$ cat config.mk
export PLATFORM = sky130hd
export DESIGN_NAME = flow_ctl_responder
export DESIGN_NICKNAME = d
export VERILOG_FILES = /design/src/rtl/flow_ctl_responder.sv
export SDC_FILE = /design/constraint.sdc
export NUM_CORES = 1
export LEC_CHECK = 0
export BUFFER_PORTS_ARGS = -buffer_cell sky130_fd_sc_hd__buf_2
export CAP_MARGIN = 20
export CORE_MARGIN = 5
export CORE_UTILIZATION = 30
export DETAILED_ROUTE_END_ITERATION = 16
export GPL_TIMING_DRIVEN = 0
export HOLD_SLACK_MARGIN = 0.02
export RECOVER_POWER = 50
export SYNTH_ARGS = -nofsm -noshare
export SYNTH_HDL_FRONTEND = slang
export SYNTH_SLANG_ARGS = --single-unit
$ cat constraint.sdc
create_clock -name clk -period 1.9 [get_ports clk]
set_input_delay 0.38 -clock clk [delete_from_list [all_inputs] [get_ports clk]]
set_output_delay 0.38 -clock clk [all_outputs]
set_load 0.01 [all_outputs]
$ cat src/rtl/flow_ctl_responder.sv
module flow_ctl_responder #(
  parameter int          BLOCK_BYTES     = 256,
  parameter int          MAX_FRAME_BYTES = 1522,
  parameter int          FREE_W          = 11,
  parameter int          RATE_GAP        = 1024,
  parameter logic [15:0] PAUSE_ON_QUANTA = 16'hFFFF
) (
  input  logic              clk,
  input  logic              rst_n,
  input  logic              strap_bp_en,
  input  logic              strap_fc_en,
  input  logic              full_duplex,
  input  logic              rx_active,
  input  logic              frame_start,
  input  logic [FREE_W-1:0] free_blocks,
  input  logic              pause_ack,
  output logic              jam_req,
  output logic              pause_req,
  output logic [15:0]       pause_quanta
);

  localparam int NEED_BLOCKS = (MAX_FRAME_BYTES + BLOCK_BYTES - 1) / BLOCK_BYTES;
  localparam int GAP_W       = $clog2(RATE_GAP);
  localparam int MON_W       = GAP_W + 1;

  logic             bp_en_q, fc_en_q;
  logic             cong_q;
  logic             on_pending_q, off_pending_q, on_sent_q;
  logic             req_q;
  logic [15:0]      quanta_q;
  logic [GAP_W-1:0] gap_q;

  // enables latched from straps while reset is held
  always_ff @(posedge clk) begin
    if (!rst_n) begin
      bp_en_q <= strap_bp_en;
      fc_en_q <= strap_fc_en;
    end
  end

  wire short_buf = free_blocks < FREE_W'(NEED_BLOCKS);
  wire cong_set  = !cong_q && frame_start && short_buf;
  wire cong_clr  = cong_q && !short_buf;
  wire ep_start  = cong_set && full_duplex && fc_en_q;

  wire on_want   = (on_pending_q || ep_start) && !cong_clr;
  wire off_want  = (off_pending_q && !ep_start) || (cong_clr && on_sent_q);
  wire go_off    = !req_q && off_want;
  wire go_on     = !req_q && !off_want && on_want && (gap_q == '0);

  always_ff @(posedge clk or negedge rst_n) begin
    if (!rst_n) begin
      cong_q        <= 1'b0;
      on_pending_q  <= 1'b0;
      off_pending_q <= 1'b0;
      on_sent_q     <= 1'b0;
      req_q         <= 1'b0;
      quanta_q      <= '0;
      gap_q         <= '0;
    end else begin
      if (cong_set)      cong_q <= 1'b1;
      else if (cong_clr) cong_q <= 1'b0;

      on_pending_q  <= on_want && !go_on;
      off_pending_q <= off_want && !go_off;

      if (go_on)       on_sent_q <= 1'b1;
      else if (go_off) on_sent_q <= 1'b0;

      if (go_off) begin
        req_q    <= 1'b1;
        quanta_q <= '0;
      end else if (go_on) begin
        req_q    <= 1'b1;
        quanta_q <= PAUSE_ON_QUANTA;
      end else if (req_q && pause_ack) begin
        req_q <= 1'b0;
      end

      if (go_on)             gap_q <= GAP_W'(RATE_GAP - 1);
      else if (gap_q != '0)  gap_q <= gap_q - 1'b1;
    end
  end

  assign jam_req      = cong_q && bp_en_q && !full_duplex && rx_active;
  assign pause_req    = req_q;
  assign pause_quanta = quanta_q;

  // checker state for pause-on spacing and per-episode count
  logic             prev_req_q;
  logic             seen_on_q;
  logic [MON_W-1:0] since_on_q;
  wire on_rise = pause_req && !prev_req_q && (pause_quanta != '0);

  always_ff @(posedge clk or negedge rst_n) begin
    if (!rst_n) begin
      prev_req_q <= 1'b0;
      seen_on_q  <= 1'b0;
      since_on_q <= MON_W'(RATE_GAP);
    end else begin
      prev_req_q <= pause_req;
      if (!cong_q)      seen_on_q <= 1'b0;
      else if (on_rise) seen_on_q <= 1'b1;
      if (on_rise)                          since_on_q <= MON_W'(1);
      else if (since_on_q < MON_W'(RATE_GAP)) since_on_q <= since_on_q + 1'b1;
    end
  end

  a_r3_jam_only_receiving: assert property (@(posedge clk) disable iff (!rst_n)
    jam_req |-> rx_active);
  a_r11_jam_half_only: assert property (@(posedge clk) disable iff (!rst_n)
    jam_req |-> !full_duplex);
  a_r5_bp_off_silent: assert property (@(posedge clk) disable iff (!rst_n)
    !bp_en_q |-> !jam_req);
  a_r4_jam_drops: assert property (@(posedge clk) disable iff (!rst_n)
    (cong_q && !short_buf) |=> !jam_req);
  a_r6_req_held: assert property (@(posedge clk) disable iff (!rst_n)
    (pause_req && !pause_ack) |=> (pause_req && $stable(pause_quanta)));
  a_r6_ack_drops: assert property (@(posedge clk) disable iff (!rst_n)
    (pause_req && pause_ack) |=> !pause_req);
  a_r8_fc_off_silent: assert property (@(posedge clk) disable iff (!rst_n)
    $rose(pause_req) |-> fc_en_q);
  a_r9_one_per_episode: assert property (@(posedge clk) disable iff (!rst_n)
    on_rise |-> !seen_on_q);
  a_r10_spacing: assert property (@(posedge clk) disable iff (!rst_n)
    on_rise |-> (since_on_q >= MON_W'(RATE_GAP)));

endmodule

### Yosys cells after proc, flatten, opt, wreduce, memory -nomap -nowiden

Index checks and enable logic that the tools add are counted.
W data, S select, Z words.

* register bits after elaboration: 33
* latch bits: 0
* RAM bits: 0
* bits in read-only memories: 0
* bits of input ports: 19
* output and inout port bits: 18
* memories: 0

* $add $sub $neg: 1
* multiply operators: 0
* div/mod/pow operators: 0
* order comparisons: 1
* equal/unequal tests: 0
* shift-type cells: 0
* multiplexer cells: 11
* bitwise operators: 0
* reduce and logical (&&, ||, !) cells: 35

Operator list (number)
* $mux W16: 2
* $mux W10: 2
* $logic_and A1 B1 Y1: 18
* $lt A11 B3 Y1 const B: 1
* $logic_not A10 Y1: 1
* $reduce_bool A10 Y1: 1
* $sub A10 B1 Y10 const B: 1
* $logic_not A1 Y1: 9
* $mux W1: 7
* $reduce_bool A2 Y1: 3
* $reduce_bool A3 Y1: 1
* $logic_or A1 B1 Y1: 2

### Depth between registers and ports, before layout

* word-level depth: 14
* depth in mapped cells: 6

### Worst setup path after synthesis

No wires, ideal clock.

* path type: reg2reg
* from: register gap_q[0]
* to: register quanta_q[14] (netlist: pause_quanta[14])
* library setup time: 0.066 ns
* arrival: 1.617 ns
* required time: 1.834 ns
* setup slack: 0.217 ns
* cell stages (with the launch flop): 7
* path buffers: 0
* cells stage by stage: dfrtp_1 inv_1 ha_1 nor3b_2 nand3_4 a2111oi_4 o22a_1

* longest elaborated chain between the ends: 3

Ends and longest elaborated chain
* start: declaration: RTL line 31 `logic [GAP_W-1:0] gap_q;`
* start signal: assignment: RTL line 80 `if (go_on) gap_q <= GAP_W'(RATE_GAP - 1);`
* start signal: assignment: RTL line 81 `else if (gap_q != '0) gap_q <= gap_q - 1'b1;`
* $logic_not A10 Y1: RTL line 49 `wire go_on = !req_q && !off_want && on_want && (gap_q == '0);`
* $logic_and A1 B1 Y1: RTL line 49
* $reduce_bool A2 Y1 (no line)
* end signal: assignment: RTL line 58 `quanta_q <= '0;`
* end signal: assignment: RTL line 72 `quanta_q <= '0;`
* end signal: assignment: RTL line 75 `quanta_q <= PAUSE_ON_QUANTA;`
* end: declaration: RTL line 30 `logic [15:0] quanta_q;`

No other way between the ends.
A chain may end at the register's enable or synchronous reset.

### Final worst setup path

* from: register gap_q[0]
* to: register gap_q[4]

* longest elaborated chain between the ends: 3

Ends and longest elaborated chain (RTL line)
* $sub A10 B1 Y10 / $logic_not A10 Y1 (equally long branches): 81, 49
* $mux W10 / $logic_and A1 B1 Y1 (equally long branches): 81, 49
* $mux W10 / $reduce_bool A2 Y1 (equally long branches)

Parallel ways exist; a longest one is shown, timed or not. The select of a mux whose other input is x is not followed.

==> results.ini <==
[power_and_ir_drop]
power.total_mw = 0.7067
clkPwrFrac_pct = 38.1
ir_worst_vdd_mv = 0.3003
combPwrFrac_pct = 6.0
switchingPower_mw = 0.1509
leakagePower_nw = 0.6895
p_sw_share_pct = 21.35
power_density_nw_per_um2 = 491.1
p_int_mw = 0.5558
power_frac_seq_pct = 55.9

[layout]
nFillCells = 346
drive_gt1_share_pct = 43.54
final_nets = 168
final_cells = 195
antenna_cells = 0
syn2layout_area_growth_pct = 26.10

[floorplan]
num_io_pins = 37
die_w_um = 71.68
rows = 22
die_h_um = 71.68
start_util_pct = 31.17
core_um2 = 3661
die_area_um2 = 5137

[grt]
gr-total-overflow = 0
grt_pass1_vias = 904
antenna_found_initial = 0
grt_pass1_wl_mm = 4.071
grt_max_degree = 18
grt_usage_pct = 9.651

[sta]
relSlewSlack_pct = 39.27
tightestPinTransition_ps = 910.9
hold_violations = 0
rsz0062_at_grt = no
slew_viol_final = 0
hold_slack_ps = 230.9
min_period_ps = 1773
max_freq_mhz = 564.0
period_share_pct = 93.33
finClkSkew_ps = 0.5629
setup_viol = 0
fin_setup_tns_ps = 0

[routing]
firstDrtPassIters = 4
via_per_inst = 4.718
drt-initial-drc-count = 39
num_vias = 920
routedWlPerCell_um = 12.35
finalWirelength_mm = 2.408
antenna_left = 0
drc = 0

[clock_network]
clock_sink_count = 18
cts_max_level = 1
cts_root_buffer = clkbuf_8
cts_tree = built
clk-insertion-delay-late_ps = 250
cts_inserted_buffers = 3
hold_buffers = 0
clk_pin_slew_ps = 70
clk_path_buf_depth = 2

[logic_synthesis]
yosys-top-cells-area = dfrtp_1 35%, buf_4 9.9%, edfxtp_1 5.3%
syn-num-nets = 127
seq_area_frac_synth_pct = 40.35
ys_types = 45
synth_edf_count = 2
async_flop_share_pct = 88.89
yosys.area.top_type_share_pct = 35.09
ys_ff_latch = 18
yosysMostFrequentCell = dfrtp_1
syn-instance-count = 107
netlist_area_um2 = 1141
yosysTopAreaCell = dfrtp_1
ys_top_cells_by_count = 16 x dfrtp_1, 15 x buf_4
synth.avg_cell_area_um2 = 10.66
yosys_warnings = 0
ys.flop_type = dfrtp_1

[critical_path]
required_ps = 2020
critical_path_class = register to register
worstSetupStartpoint = gap_q[0]$_DFFE_PN0P_
path_max_fanout = 7
arrival_ps = 1890
regToRegStartpoint = gap_q[0]$_DFFE_PN0P_
worstSetupStartpointType = register
r2r_slack_ps = 130
endpoint_kind = register

[placed_design]
dpl.hpwl_mm = 1.822
globalplace.congestion = 0.7780
port_buffers = 35
dp_cells = 190

[run_status]
status = finished, final reports clean

[run]
cap_violations = 0

[hold_path]
hold_path_class = input pin to asynchronous set/reset pin

==> area by class of cell <==
class	count	area [um2]	share of cell area (%)
Buffer	16	116.4	8.087
Clock buffer	3	41.29	2.870
Clock inverter	1	3.754	0.2609
Inverter	5	18.77	1.304
Multi-Input combinational cell	68	561.8	39.04
Sequential cell	18	460.4	32.00
Tap cell	48	60.06	4.174
Timing Repair Buffer	36	176.4	12.26
==> per-stage QoR <==
step	utilization, %	setup WS, ps	instance area (um2)
final	39.30	126.8	1439
after CTS	39.00	8.034	1428
after global placement	37.59	-37.28	1376
after floorplan	-	217.1	1141
after detailed placement	37.59	-20.02	1376
after global routing	39.30	6.651	1439
==> logic make-up (layout without fill, tap and decap cells) <==
group	count (synthesis)	count (layout)	synth area share [%]
AOI/OAI and AO/OA	26	26	18.97
xor gates and xnor gates	2	2	1.535
adders and majority gates	1	1	1.096
buffers and inverters	21	61	11.84
DFF	18	18	40.35
muxes	1	1	0.8772
and+or+nand+nor	38	38	25.33
==> flip-flops by register name, summed over array words and instances, names as in the netlist <==
signal / count
gap_q: 10
bp_en_q: 1
cong_q: 1
fc_en_q: 1
off_pending_q: 1
on_pending_q: 1
on_sent_q: 1
pause_quanta: 1
pause_req: 1
==> cell usage in the layout, fill, tap and decap left out, types with 3 or more instances in the layout <==
cell	n
clkbuf_8	3
nand2_1	3
dfrtp_1	16
inv_1	5
nor3_1	3
nand2b_1	5
a21oi_1	4
buf_4	15
nor2_1	5
o21ai_0	5
clkbuf_1	6
buf_2	30
==> worst max-delay path, cell delays in order, from the launching register on <==
cell and delay, ps:
dfrtp_1 380, inv_1 90, ha_1 210, nor3b_4 260, nand3_4 170, o31ai_4 380
o21ai_0 150
==> layer usage <==
layer | up-vias | routed length [um] | track usage, %
met5 | - | 0 | 0
met3 | 3 | 226 | 2.665
met4 | 0 | 25 | 3.132
li1 | 465 | - | -
met1 | 417 | 1039 | 11.72
met2 | 35 | 1116 | 16.43
==> power groups by stage <==
stage | sequential, mW | clock (mW) | combinational [mW]
global route | 0.395 | 0.290 | 0.0486
finish | 0.395 | 0.269 | 0.0427
CTS | 0.395 | 0.276 | 0.0447
global placement | 0.402 | 0 | 0.0430
detailed placement | 0.402 | 0 | 0.0445
floorplan | 0.402 | 0 | 0.0126
==> what timing repair did <==
| action | CTS | global route |
|---|---|---|
| gates resized for setup | 1 | 2 |
| buffers inserted | 0 | 1 |
| pin swaps | 0 | 1 |
| endpoints found under the setup margin | 5 | 10 |
==> final timing paths <==
kind | end | cells past startpoint
setup / recovery | gap_q[4]$_DFFE_PN0P_ | 6
hold / removal | gap_q[2]$_DFFE_PN0P_ | 1
setup reg to reg | gap_q[4]$_DFFE_PN0P_ | 6
hold reg to reg | on_sent_q$_DFFE_PN0P_ | 1
max in group asynchronous | gap_q[1]$_DFFE_PN0P_ | 1
min in group clk | fc_en_q$_DFFE_PN_ | 1
No activity file was read; power rests on OpenSTA's default activity.
